===== config.mk =====
export PLATFORM = sky130hd
export DESIGN_NAME = wdt_keyed_timer
export DESIGN_NICKNAME = d
export VERILOG_FILES = /design/src/rtl/wdt_pkg.sv /design/src/rtl/wdt_key_det.sv /design/src/rtl/wdt_prescaler.sv /design/src/rtl/wdt_countdown.sv /design/src/rtl/wdt_keyed_timer.sv
export SDC_FILE = /design/constraint.sdc
export NUM_CORES = 1
export LEC_CHECK = 0
export BUFFER_PORTS_ARGS = -buffer_cell sky130_fd_sc_hd__buf_2
export CORE_MARGIN = 2
export CORE_UTILIZATION = 59
export DETAILED_ROUTE_END_ITERATION = 10
export PLACE_DENSITY = 0.8
export SYNTH_ARGS = -nofsm -noshare
export SYNTH_HDL_FRONTEND = slang
export SYNTH_SLANG_ARGS = --single-unit

===== constraint.sdc =====
create_clock -name clk -period 2.1 [get_ports clk]
set_input_delay 0.21 -clock clk [delete_from_list [all_inputs] [get_ports clk]]
set_output_delay 0.21 -clock clk [all_outputs]
set_load 0.02 [all_outputs]

===== src/rtl/wdt_pkg.sv =====
package wdt_pkg;
  localparam int ADDR_W = 3;

  typedef enum logic [ADDR_W-1:0] {
    A_KEY = 3'd0,
    A_CFG = 3'd1,
    A_PRE = 3'd2,
    A_CNT = 3'd3,
    A_CSR = 3'd4
  } reg_addr_e;

  localparam logic [7:0] KEY_B0 = 8'h87;
  localparam logic [7:0] KEY_B1 = 8'h61;
  localparam logic [7:0] KEY_B2 = 8'h63;

  typedef enum logic [1:0] {
    K_IDLE = 2'd0,
    K_ONE  = 2'd1,
    K_TWO  = 2'd2
  } key_st_e;
endpackage


===== src/rtl/wdt_key_det.sv =====
module wdt_key_det
  import wdt_pkg::*;
#(
  parameter int DW = 8
) (
  input  logic          clk,
  input  logic          rst_n,
  input  logic          key_wr,
  input  logic [DW-1:0] key_data,
  output logic          stop_o
);
  key_st_e st_q, st_d;
  logic    is_b0, is_b1, is_b2;

  assign is_b0 = (key_data[7:0] == KEY_B0);
  assign is_b1 = (key_data[7:0] == KEY_B1);
  assign is_b2 = (key_data[7:0] == KEY_B2);

  always_comb begin
    st_d   = st_q;
    stop_o = 1'b0;
    if (key_wr) begin
      unique case (st_q)
        K_IDLE:  st_d = is_b0 ? K_ONE : K_IDLE;
        K_ONE:   st_d = is_b1 ? K_TWO : (is_b0 ? K_ONE : K_IDLE);
        K_TWO: begin
          if (is_b2) begin
            stop_o = 1'b1;
            st_d   = K_IDLE;
          end else begin
            st_d = is_b0 ? K_ONE : K_IDLE;
          end
        end
        default: st_d = K_IDLE;
      endcase
    end
  end

  always_ff @(posedge clk or negedge rst_n) begin
    if (!rst_n) st_q <= K_IDLE;
    else if (key_wr) st_q <= st_d;
  end

  // a completed key always returns the detector to its start
  a_r8_key_rearm: assert property (@(posedge clk) disable iff (!rst_n)
    stop_o |=> (st_q == K_IDLE));
endmodule


===== src/rtl/wdt_prescaler.sv =====
module wdt_prescaler #(
  parameter int DW = 8
) (
  input  logic          clk,
  input  logic          rst_n,
  input  logic          src_tick,
  input  logic          load,
  input  logic          run,
  input  logic [DW-1:0] pre_val,
  output logic          tick_o
);
  logic [DW-1:0] pre_q, pre_d;
  logic          pre_en;

  assign tick_o = run && src_tick && (pre_q == '0);
  assign pre_en = load || (run && src_tick);

  always_comb begin
    pre_d = pre_q;
    if (load)                pre_d = pre_val;
    else if (pre_q == '0)    pre_d = pre_val;
    else                     pre_d = pre_q - 1'b1;
  end

  always_ff @(posedge clk or negedge rst_n) begin
    if (!rst_n) pre_q <= '0;
    else if (pre_en) pre_q <= pre_d;
  end
endmodule


===== src/rtl/wdt_countdown.sv =====
module wdt_countdown #(
  parameter int DW      = 8,
  parameter int RST_LEN = 4
) (
  input  logic          clk,
  input  logic          rst_n,
  input  logic          load,
  input  logic          stop_i,
  input  logic          tick,
  input  logic [DW-1:0] cnt_val,
  output logic          active_o,
  output logic          expire_o,
  output logic          rst_o
);
  localparam int PW = $clog2(RST_LEN + 1);

  logic [DW-1:0] cnt_q, cnt_d;
  logic          act_q, act_d;
  logic [PW-1:0] pls_q, pls_d;

  assign expire_o = act_q && tick && (cnt_q <= DW'(1));
  assign active_o = act_q;
  assign rst_o    = (pls_q != '0);

  always_comb begin
    cnt_d = cnt_q;
    act_d = act_q;
    if (stop_i) begin
      act_d = 1'b0;
    end else if (load) begin
      cnt_d = cnt_val;
      act_d = 1'b1;
    end else if (expire_o) begin
      cnt_d = '0;
      act_d = 1'b0;
    end else if (act_q && tick) begin
      cnt_d = cnt_q - 1'b1;
    end
  end

  always_comb begin
    pls_d = pls_q;
    if (expire_o && !stop_i && !load) pls_d = PW'(RST_LEN);
    else if (pls_q != '0)             pls_d = pls_q - 1'b1;
  end

  always_ff @(posedge clk or negedge rst_n) begin
    if (!rst_n) begin
      cnt_q <= '0;
      act_q <= 1'b0;
      pls_q <= '0;
    end else begin
      cnt_q <= cnt_d;
      act_q <= act_d;
      pls_q <= pls_d;
    end
  end

  // a reset pulse only starts as the countdown leaves the active state
  a_r5_idle_at_pulse: assert property (@(posedge clk) disable iff (!rst_n)
    $rose(rst_o) |-> !active_o);

  // the countdown only goes idle through expiry or a key stop
  a_r7_fall_cause: assert property (@(posedge clk) disable iff (!rst_n)
    $fell(active_o) |-> (rst_o || $past(stop_i)));
endmodule


===== src/rtl/wdt_keyed_timer.sv =====
module wdt_keyed_timer
  import wdt_pkg::*;
#(
  parameter int DW      = 8,
  parameter int RST_LEN = 4
) (
  input  logic              clk,
  input  logic              rst_n,
  input  logic              tmr_tick_i,
  input  logic              wr_en,
  input  logic [ADDR_W-1:0] wr_addr,
  input  logic [DW-1:0]     wr_data,
  input  logic [ADDR_W-1:0] rd_addr,
  output logic [DW-1:0]     rd_data,
  output logic              chip_rst_o
);
  logic [DW-1:0] cfg_q, pre_q, cnt_q;
  logic          pend_q, pend_d;
  logic          sts_q, sts_d;
  logic          wr_key, wr_cfg, wr_pre, wr_cnt, wr_csr;
  logic          src_tick, load, stop, wd_tick, active, expire;

  assign wr_key = wr_en && (wr_addr == A_KEY);
  assign wr_cfg = wr_en && (wr_addr == A_CFG);
  assign wr_pre = wr_en && (wr_addr == A_PRE);
  assign wr_cnt = wr_en && (wr_addr == A_CNT);
  assign wr_csr = wr_en && (wr_addr == A_CSR);

  assign src_tick = cfg_q[0] ? tmr_tick_i : 1'b1;
  assign load     = pend_q && src_tick;

  always_comb begin
    pend_d = pend_q;
    if (wr_csr && wr_data[0]) pend_d = 1'b1;
    else if (load)            pend_d = 1'b0;
  end

  always_comb begin
    sts_d = sts_q;
    if (expire)                    sts_d = 1'b1;
    else if (wr_csr && wr_data[1]) sts_d = 1'b0;
  end

  always_ff @(posedge clk or negedge rst_n) begin
    if (!rst_n) begin
      cfg_q  <= '0;
      pre_q  <= '0;
      cnt_q  <= '0;
      pend_q <= 1'b0;
      sts_q  <= 1'b0;
    end else begin
      if (wr_cfg) cfg_q <= wr_data;
      if (wr_pre) pre_q <= wr_data;
      if (wr_cnt) cnt_q <= wr_data;
      pend_q <= pend_d;
      sts_q  <= sts_d;
    end
  end

  always_comb begin
    unique case (rd_addr)
      A_CFG:   rd_data = cfg_q;
      A_PRE:   rd_data = pre_q;
      A_CNT:   rd_data = cnt_q;
      A_CSR:   rd_data = {{(DW-3){1'b0}}, active, sts_q, pend_q};
      default: rd_data = '0;
    endcase
  end

  wdt_key_det #(.DW(DW)) u_key (
    .clk      (clk),
    .rst_n    (rst_n),
    .key_wr   (wr_key),
    .key_data (wr_data),
    .stop_o   (stop)
  );

  wdt_prescaler #(.DW(DW)) u_pre (
    .clk      (clk),
    .rst_n    (rst_n),
    .src_tick (src_tick),
    .load     (load),
    .run      (active),
    .pre_val  (pre_q),
    .tick_o   (wd_tick)
  );

  wdt_countdown #(.DW(DW), .RST_LEN(RST_LEN)) u_cnt (
    .clk      (clk),
    .rst_n    (rst_n),
    .load     (load),
    .stop_i   (stop),
    .tick     (wd_tick),
    .cnt_val  (cnt_q),
    .active_o (active),
    .expire_o (expire),
    .rst_o    (chip_rst_o)
  );

  // a pending restart is consumed by the first source tick
  a_r2_pend_served: assert property (@(posedge clk) disable iff (!rst_n)
    (pend_q && src_tick && !(wr_csr && wr_data[0])) |=> !pend_q);

  // a consumed restart leaves the countdown active unless stopped
  a_r2_load_arms: assert property (@(posedge clk) disable iff (!rst_n)
    (load && !stop) |=> active);

  // every reset pulse is accompanied by the expired flag
  a_r6_sts_on_pulse: assert property (@(posedge clk) disable iff (!rst_n)
    $rose(chip_rst_o) |-> sts_q);
endmodule


; ---- After elaboration in Yosys (flattened, before gate mapping)
; Index checks and enable logic that the tools add are counted.
[word_totals]
out_inout_bits = 9
in_bits = 18
wordCells = 78
register_bits = 48
[op_classes]
n_reduce_logical = 27
bitwise_logic = 1
magnitude_cmp = 1
n_eq_ne = 13
muxes = 23
n_addsub = 3
[op_table]
columns = operator, n
row1 = 8-bit two-way mux, 5
row2 = 8-bit case mux with 4 select lines, 1
row3 = 8-bit by 7-bit equality test with 1-bit output (second input constant), 2
row4 = 8-bit by 1-bit subtractor with 8-bit output (second input constant), 2
row5 = 1-bit logical AND, 14
row6 = 3-bit by 2-bit equality test with 1-bit output (second input constant), 4
row7 = 1-bit two-way mux, 12
row8 = 3-bit nonzero test, 3
row9 = 8-bit equality test (second input constant), 1
row10 = 8-bit by 1-bit <= comparator with 1-bit output (second input constant), 1
row11 = 8-bit zero test, 1
row12 = 3-bit by 1-bit equality test with 1-bit output (second input constant), 2
row13 = 3-bit equality test (second input constant), 2
row14 = 3-bit two-way mux, 2
row15 = 2-bit case mux with 3 select lines, 1
row16 = 2-bit nonzero test, 3
row17 = 2-bit two-way mux, 2
row18 = 3-bit zero test, 1
row19 = 3-bit by 1-bit subtractor with 3-bit output (second input constant), 1
row20 = 2-bit by 1-bit equality test with 1-bit output (second input constant), 1
row21 = 2-bit equality test (second input constant), 1
row22 = 1-bit zero test, 2
row23 = 2-bit zero test, 1
row24 = 2-bit AND reduction, 1
row25 = 2 further kinds, 2

; ---- Longest topological paths before layout
; Gate-level depths: netlist of run 1.
[logic_depth]
depth_word = 8
mapped_depth = 8
depth_no_buf = 7

; ---- Cells and area by module
; A second synthesis of run 1 with hierarchy kept.
[hier_totals]
hier_cells = 253
hier_area_um2 = 2829.0
[by_module_without_submodules]
columns = module, n_inst, area_each_um2, cells_each
row1 = wdt_keyed_timer, 1, 1378.8, 96
row2 = wdt_countdown, 1, 755.7, 85
row3 = wdt_prescaler, 1, 559.3, 58
row4 = wdt_key_det, 1, 135.1, 14

; ---- Worst setup path before layout of run 1
; No wires, ideal clock.
[synth_timing]
path_type = register -> register
from = reg u_pre.pre_q[0]
to = reg u_cnt.cnt_q[5]
path_slack_ns = 0.181
path_stages_with_launch = 8
t_required_ns = 1.979
period_less_slack_ns = 1.919
arrival_ns = 1.798
n_path_buf = 0
cell_sequence = dfrtp_1 -> inv_1 -> ha_1 -> nor3b_1 -> nand4_1 -> o21ai_1 -> o21ai_0 -> a22o_1
[synth_between]
elab_chain_len = 6
elab_cells_between_ends = 8
[synth_rtl]
columns = element, line
row1 = from (decl), wdt_prescaler.sv:12  ; logic [DW-1:0] pre_q, pre_d;
row2 = from (signal assigned), wdt_prescaler.sv:27  ; else if (pre_en) pre_q <= pre_d;
row3 = 8-bit zero test *, wdt_prescaler.sv:15  ; assign tick_o = run && src_tick && (pre_q == '0);
row4 = 1-bit logical AND *, wdt_prescaler.sv:15
row5 = 1-bit logical AND *, "wdt_countdown.sv:21, wdt_countdown.sv:36"
row6 = 1-bit logical AND, wdt_countdown.sv:21  ; assign expire_o = act_q && tick && (cnt_q <= DW'(1));
row7 = 3-bit nonzero test (no line) or 8-bit two-way mux (tied branches), -
row8 = 2-bit AND reduction (no line) or 8-bit two-way mux (tied branches), -
row9 = to (signal assigned), wdt_countdown.sv:53  ; cnt_q <= cnt_d;
row10 = to (decl), wdt_countdown.sv:17  ; logic [DW-1:0] cnt_q, cnt_d;
; Every way passes the cells marked *; elsewhere a longest branch is shown, timed or not.
; A chain may end at the register's enable or synchronous reset.

; ---- Worst setup path in the final report of run 1
[layout_timing]
from = reg u_pre.pre_q[3]
to = reg u_cnt.cnt_q[7]
; Same word-level chain as after synthesis.

==> results of run 1 <==
## critical path, stage by stage, from the launching register on
cell     delay (ps)
dfrtp_1         460
nor4_4          440
a22oi_1         200
nor3_2          200
buf_4           200
o21ai_0         110
a22o_1          230
## cell usage after synthesis, types with 2 or more instances
library cell  instances  area share, %
a21oi_1               9            1.7
a22o_1                5            1.6
a22oi_1              14            3.9
a31oi_1               2           0.47
clkbuf_1             10            1.4
dfrtp_1              48             45
ha_1                  6            2.8
inv_1                10            1.4
mux2_2               29             12
mux2i_1               3            1.1
nand2_1              13            1.8
nand2b_1              6            1.4
nand3_1               3           0.56
nand4_1               4           0.93
nand4b_1              2           0.65
nor2_1               25            3.5
nor2b_1               5            1.2
nor3_1               10            1.9
nor3b_1               3           0.84
nor4_4                2            1.6
nor4b_1               3           0.98
nor4bb_1              2           0.74
o21ai_0              14            2.6
o21ai_1               4           0.74
o22ai_1               4           0.93
o2bb2ai_1             5            1.6
o31ai_1               2           0.56
## routing by layer
metal	up-vias	routed length [um]	global-route usage, %
li1	1044	-	-
met2	85	2958	41.05
met3	13	387	6.610
met5	-	0	0
met1	1106	2713	37.03
met4	0	125	8.805
## logic make-up after synthesis
kind of cell / after synthesis
fa+ha+maj: 6
buf+inv: 21
xor+xnor: 1
mux: 32
compound gates: 67
simple gates: 87
flops: 48
## path summary, 6_finish.rpt
| check | end | cells after the start |
|---|---|---|
| worst max-delay path | u_cnt.cnt_q[7] | 6 |
| max in group asynchronous | pre_q[6] | 2 |
| worst min register to register | u_cnt.cnt_q[4] | 1 |
| min in group clk | cnt_q[3] | 2 |
| worst max register to register | u_cnt.cnt_q[7] | 6 |
| worst min-delay path | u_cnt.cnt_q[6] | 1 |
## sequential cells by signal, summed over array words and instances, names as in the netlist
| signal | count |
|---|---|
| pend_q | 1 |
| u_pre.pre_q | 8 |
| pre_q | 8 |
| u_cnt.cnt_q | 8 |
| cfg_q | 8 |
| u_cnt.active_o | 1 |
| cnt_q | 8 |
| sts_q | 1 |
| u_cnt.pls_q | 3 |
| u_key.st_q | 2 |
## power by group
| group | total (mW) | switching, mW | internal [mW] |
|---|---|---|---|
| registers | 1.53 | 0.313 | 1.22 |
| clock network | 0.598 | 0.328 | 0.270 |
| logic | 1.14 | 0.579 | 0.561 |
| total | 3.27 | 1.22 | 2.05 |
## area by class of cell
type	count	area [um^2]	area share, %
Multi-Input combinational cell	193	1411	46.32
Sequential cell	48	1201	39.43
Timing Repair Buffer	40	235.2	7.721
Clock buffer	6	82.58	2.710
Tap cell	52	65.06	2.136
Inverter	10	37.54	1.232
Clock inverter	2	13.76	0.4517
## what timing repair did
action | 4_1_cts | 5_1_grt
hold endpoints to repair | 0 | 0
buffers inserted | 0 | 0
pin swaps | 0 | 0
resized for setup | 1 | 1
hold buffers | 0 | 0
endpoints found under the setup margin | 3 | 3
==> results_dict.tcl, run 1 <==
set metrics [dict create \
    status "complete, but fails checks" \
    violations "negative hold slack" \
    synthSimpleGateAreaFrac_pct 19.03 \
    relSlewSlack_pct 44.59 \
    ctsRootBufferMaster "clkbuf_8" \
    grt_pass1_wl_um 10360 \
    die_h_um 71.51 \
    cts.path.max_buffers 2 \
    rows 24 \
    die_w_um 71.51 \
    io_pins 27 \
    ys.flop_type "dfrtp_1" \
    layout_setup_ws_ps 153.9 \
    layout_commonest_cell "dfrtp_1" \
    hold_path_class "input pin to asynchronous set/reset pin" \
    slew_violations 0 \
    place_area_um2 2940 \
    cts_tree "done" \
    vias_per_cell 6.405 \
    num_vias 2248 \
    finalPower_mw 3.274 \
    mostFrequentLayoutCells "dfrtp_1 (48), mux2_2 (29), buf_2 (26), nor2_1 (25)" \
    synth_area_um2 2689 \
    cp-end-kind "flop" \
    startpoint "u_pre.pre_q[3]" \
    synth.avg_cell_area_um2 10.26 \
    r2r_start "u_pre.pre_q[3]" \
    path_max_fanout 13 \
    vdd_drop_max_mv 0.4981 \
    hold_slack_ps -0.8266 \
    synth_warnings 0 \
    period_share_pct 92.67 \
    drt_pre_antenna_iters 4 \
    dp_cells 343 \
    path_class "flop to flop" \
    ys_seq_area_share_pct 44.67 \
    synth_adder_area_share_pct 2.792 \
    synth_compound_area_share_pct 16.71 \
    synth_edf_count 0 \
    start_util_pct 61.33 \
    cap_violations 0 \
    design_area_um2 3047 \
    grtUsageTotal_pct 26.57 \
    post-route-drc-count 0 \
    fill_cells 337 \
    cp-start-kind "flop" \
    ys_seq_elements 48 \
    routedWlPerCell_um 17.62 \
    overflow 0 \
    io_buffer_count 26 \
    post_layout_nonfiller_instances 351 \
    final_util_pct 69.49 \
    required_ps 2300 \
    synthArstFlopShare_pct 100.0 \
    rrSetupSlack_ps 150 \
    drive_gt1_share_pct 29.10 \
    cts_buffers 5 \
    period_minus_slack_ps 1946 \
    core_region_area_um2 4384 \
    nets 322 \
    syn2layout_area_growth_pct 13.31 \
    hpwl_um 4506 \
    finalSetupTns_ps 0 \
    htreeDepth 2 \
    skew_ps 5.209 \
    hold_viol_final 5 \
    synthMuxAreaShare_pct 13.26 \
    drtIter0Drc 235 \
    synth_xor_area_share_pct 0.3257 \
    wl_um 6185 \
    max_slew.worst_pin.slew_ps 831.1 \
    ant_nets 0 \
    setup_violations 0 \
    antenna_found_initial 0 \
    power_density_nw_per_um2 1074 \
    p_leak_nw 1.335 \
    grt_pass1_vias 2105 \
    rsz0062_at_grt "false" \
    clkSlewWorstSetupHoldPaths_ps 90 \
    diodes 0 \
    cp.arrival_ps 2150 \
    grt_max_degree 38 \
    fmax_mhz 513.9 \
    cts.sinks 48 \
    synth_top_family_by_area "simple AND/OR/NAND/NOR gates" \
    clock_latency_ps 310 \
    place_worst_setup_slack_ps 8.546 \
    gp_congestion 0.9343 \
    synthCells 262 \
    synth_nets 286 \
    die-area_um2 5114 \
    yosysUniqueCellTypes 46 \
]
No activity file was read; power rests on OpenSTA's default activity.
==> inputs of run 2 (changes only) <==
Settings changed: MAX_ROUTING_LAYER set to met4, SKIP_CTS_REPAIR_TIMING set to 1.
==> results_dict.tcl, run 2 (synthesized netlist as in run 1, its figures left out) <==
set metrics [dict create \
    status "complete, but fails checks" \
    violations "negative hold slack" \
    cts_buffers 5 \
    path_class "flop to flop" \
    period_share_pct 91.56 \
    grt_pass1_wl_um 10660 \
    hold_path_class "input pin to asynchronous set/reset pin" \
    drt_pre_antenna_iters 4 \
    grt_max_degree 35 \
    nets 322 \
    p_leak_nw 1.340 \
    skew_ps 6.883 \
    grt_pass1_vias 2151 \
    die-area_um2 5114 \
    hold_viol_final 32 \
    post-route-drc-count 0 \
    rows 24 \
    relSlewSlack_pct 50.35 \
    clkSlewWorstSetupHoldPaths_ps 90 \
    hold_slack_ps -46.15 \
    die_w_um 71.51 \
    ant_nets 0 \
    fmax_mhz 520.1 \
    grtUsageTotal_pct 27.92 \
    required_ps 2290 \
    startpoint "u_cnt.cnt_q[0]" \
    finalSetupTns_ps 0 \
    mostFrequentLayoutCells "dfrtp_1 (48), mux2_2 (29), buf_2 (26), nor2_1 (25)" \
    diodes 0 \
    drive_gt1_share_pct 29.43 \
    cp-end-kind "flop" \
    finalPower_mw 3.372 \
    clock_latency_ps 310 \
    gp_congestion 0.9432 \
    hpwl_um 4632 \
    cap_violations 0 \
    syn2layout_area_growth_pct 14.29 \
    max_slew.worst_pin.slew_ps 744.8 \
    die_h_um 71.51 \
    layout_commonest_cell "dfrtp_1" \
    io_pins 27 \
    r2r_start "u_cnt.cnt_q[0]" \
    wl_um 6184 \
    power_density_nw_per_um2 1097 \
    ctsRootBufferMaster "clkbuf_8" \
    overflow 0 \
    cp-start-kind "flop" \
    slew_violations 0 \
    cts.path.max_buffers 2 \
    period_minus_slack_ps 1923 \
    final_util_pct 70.09 \
    core_region_area_um2 4384 \
    htreeDepth 2 \
    cp.arrival_ps 2120 \
    num_vias 2199 \
    setup_violations 0 \
    routedWlPerCell_um 17.62 \
    post_layout_nonfiller_instances 351 \
    drtIter0Drc 203 \
    io_buffer_count 26 \
    cts_tree "done" \
    dp_cells 343 \
    vias_per_cell 6.265 \
    rsz0062_at_grt "false" \
    cts.sinks 48 \
    start_util_pct 61.33 \
    vdd_drop_max_mv 0.6999 \
    path_max_fanout 6 \
    antenna_found_initial 0 \
]
-- run 2: metrics by stage --
step	instance area [um^2]	setup WS, ps
after detailed placement	2940	-13.87
final	3073	177.3
after CTS	3052	-56.65
after floorplan	2689	181.2
after global routing	3073	23.93
after global placement	2940	81.63
-- run 2: worst paths after layout --
check	end	slack, ps	cells after the start
min	u_cnt.pls_q[2]	-50	1
max	u_cnt.cnt_q[4]	180	7
max in group asynchronous	pre_q[7]	1540	2
min in group clk	cnt_q[4]	200	2
min reg2reg	u_cnt.cnt_q[4]	510	1
max reg2reg	u_cnt.cnt_q[4]	180	7
-- run 2: per-layer routing --
layer / routed length (um) / GRT usage (%)
met1: 2833 / 36.92
met2: 2982 / 42.90
met3: 231 / 5.204
met4: 136 / 10.90
met5: 0 / -
-- run 2: area by class of cell --
class                      instances  area (um^2)
tap                               52        65.06
sequential                        48         1201
timing repair buffer              40        235.2
fill                             320         1311
inverter                          10        37.54
clock inverter                     3        42.54
multi-input combinational        193         1423
clock buffer                       5        68.82
-- run 2: critical path, stage by stage (launching register included) --
cell       delay, ps
dfrtp_1          450
inv_1             80
ha_1             250
o21ai_0          160
nand2b_1         190
or2_2            350
a22oi_1          230
o2bb2ai_1        110
-- run 2: where the power goes --
part | internal [mW] | total, mW | switching [mW]
registers | 1.22 | 1.55 | 0.324
clock network | 0.352 | 0.672 | 0.320
logic | 0.570 | 1.15 | 0.583
total | 2.14 | 3.37 | 1.23
==> inputs of run 3 (changes only) <==
Settings changed: BUFFER_PORTS_ARGS -buffer_cell sky130_fd_sc_hd__buf_2 to -buffer_cell sky130_fd_sc_hd__clkbuf_2, CORE_UTILIZATION 59 to 42, PLACE_DENSITY 0.8 to not set.
==> results_dict.tcl, run 3 (synthesized netlist as in run 1, its figures left out) <==
set metrics [dict create \
    layout_commonest_cell "dfrtp_1" \
    syn2layout_area_growth_pct 14.61 \
    period_share_pct 95.42 \
    grt.met2_usage_pct 31.05 \
    drt_pre_antenna_iters 4 \
    ant_nets 0 \
    place_worst_setup_slack_ps 1.274 \
    fill_cells 590 \
    path_cells "inv_1 > ha_1 > nor3b_1 > buf_4 > nand2_1 > or4_1 > nor3_4 > a211oi_1" \
    post-route-drc-count 0 \
    slowest_stage "or4_1" \
    cp-end-kind "flop" \
    p_int_mw 2.063 \
    ctsRootBufferMaster "clkbuf_8" \
    cts.sinks 48 \
    dp_cells 368 \
    start_util_pct 42.83 \
    fmax_mhz 499.0 \
    cts.path.max_buffers 2 \
    path_max_fanout 4 \
    drtIter0Drc 159 \
    clkSlewWorstSetupHoldPaths_ps 90 \
    status "complete, but fails checks" \
    hpwl_um 4732 \
    period_minus_slack_ps 2004 \
    hold_viol_final 4 \
    post_layout_nonfiller_instances 376 \
    grt_use_met3_pct 2.868 \
    rows 29 \
    cp-start-kind "flop" \
    die_w_um 84.01 \
    die_h_um 84.01 \
    switching_share_pct 36.98 \
    hold_slack_ps -7.551 \
    max_slew.worst_pin.slew_ps 628.8 \
    finalSetupTns_ps 0 \
    antenna_found_initial 0 \
    vias_per_cell 5.739 \
    setup_violations 0 \
    finalPower_mw 3.274 \
    required_ps 2280 \
    violations "negative hold slack" \
    io_pins 27 \
    cts_buffers 5 \
    hold_path_class "input pin to asynchronous set/reset pin" \
    grtUsageTotal_pct 19.93 \
    cts_tree "done" \
    use_met1_pct 27.53 \
    core_region_area_um2 6277 \
    vdd_drop_max_mv 0.4806 \
    p_sw_mw 1.211 \
    drive_gt1_share_pct 28.76 \
    mostFrequentLayoutCells "dfrtp_1 (48), mux2_2 (29), clkbuf_2 (26), nor2_1 (25)" \
    cp.arrival_ps 2180 \
    grt_max_degree 49 \
    p_leak_nw 1.322 \
    path_class "flop to flop" \
    clock_power_share_pct 17.9 \
    num_vias 2158 \
    routedWlPerCell_um 17.11 \
    grt_pass1_vias 2092 \
    gp_congestion 0.8437 \
    power_density_nw_per_um2 1062 \
    grt_pass1_wl_um 10920 \
    cap_violations 0 \
    io_buffer_count 26 \
    htreeDepth 2 \
    top_usage_layer "met2" \
    wl_um 6433 \
    diodes 0 \
    die-area_um2 7058 \
    layout_setup_ws_ps 96.10 \
    nets 322 \
    relSlewSlack_pct 58.08 \
    slowest_delay_ps 570 \
    slew_violations 0 \
    p_comb_share_pct 35.4 \
    clock_latency_ps 300 \
    power_frac_seq_pct 46.7 \
    skew_ps 9.226 \
    overflow 0 \
]
run 3: changes by cell type in the layout (fill, tap and decap cells not counted):
cell       before  now
clkbuf_2        0   26
nor3b_1         2    3
buf_2          26    0
nor3b_4         1    0
nor3_4          0    1
clkbuf_1        0    1
nor3_2          2    1
clkbuf_8        5    6
clkinv_2        1    0
bufinv_16       1    0
run 3: power by group through the flow:
stage	Combinational (mW)	Clock [mW]	Sequential, mW
global route	1.31	0.641	1.57
finish	1.16	0.586	1.53
floorplan	0.844	0	1.45
detailed placement	1.16	0	1.54
global placement	1.14	0	1.54
CTS	1.16	0.612	1.53
run 3: path summary, 6_finish.rpt:
check                                from              to  slack [ps]  cells after the start
setup / recovery           u_pre.pre_q[0]  u_cnt.pls_q[1]         100                      8
hold / removal                      rst_n  u_cnt.cnt_q[2]          -8                      2
setup reg to reg           u_pre.pre_q[0]  u_cnt.pls_q[1]         100                      8
hold reg to reg                     sts_q           sts_q         500                      2
max in group asynchronous           rst_n  u_cnt.pls_q[1]        1670                      2
min in group clk               wr_data[4]        pre_q[4]         190                      2
run 3: cell type report:
type | count | area [um^2] | area share [%]
multi-input combinational | 193 | 1418 | 46.00
sequential | 48 | 1201 | 38.98
timing repair buffer | 40 | 235.2 | 7.633
tap | 77 | 96.34 | 3.126
clock buffer | 7 | 86.33 | 2.801
inverter | 10 | 37.54 | 1.218
clock inverter | 1 | 7.507 | 0.2436
run 3: stage by stage:
step / util (%) / area, um^2
6_report: 49.09 / 3082
5_1_grt: 49.09 / 3082
4_1_cts: 48.83 / 3065
3_5_place_dp: 47.34 / 2972
3_3_place_gp: 47.34 / 2972
2_1_floorplan: - / 2689
run 3: metal layers:
layer / share of wire, % / wire (um)
met4: 0.89 / 57
met1: 50 / 3202
met2: 47 / 3011
met3: 2.5 / 162
met5: 0 / 0
run 3: worst max-delay path: cells and delay by family, from the launching register on:
family | cells | cell delay (ps)
adder cells (fa/ha/maj) | 1 | 140
AO/OA/AOI/OAI | 1 | 70
AND/OR/NAND/NOR | 4 | 1000
flip-flops | 1 | 400
buffers and inverters | 2 | 260
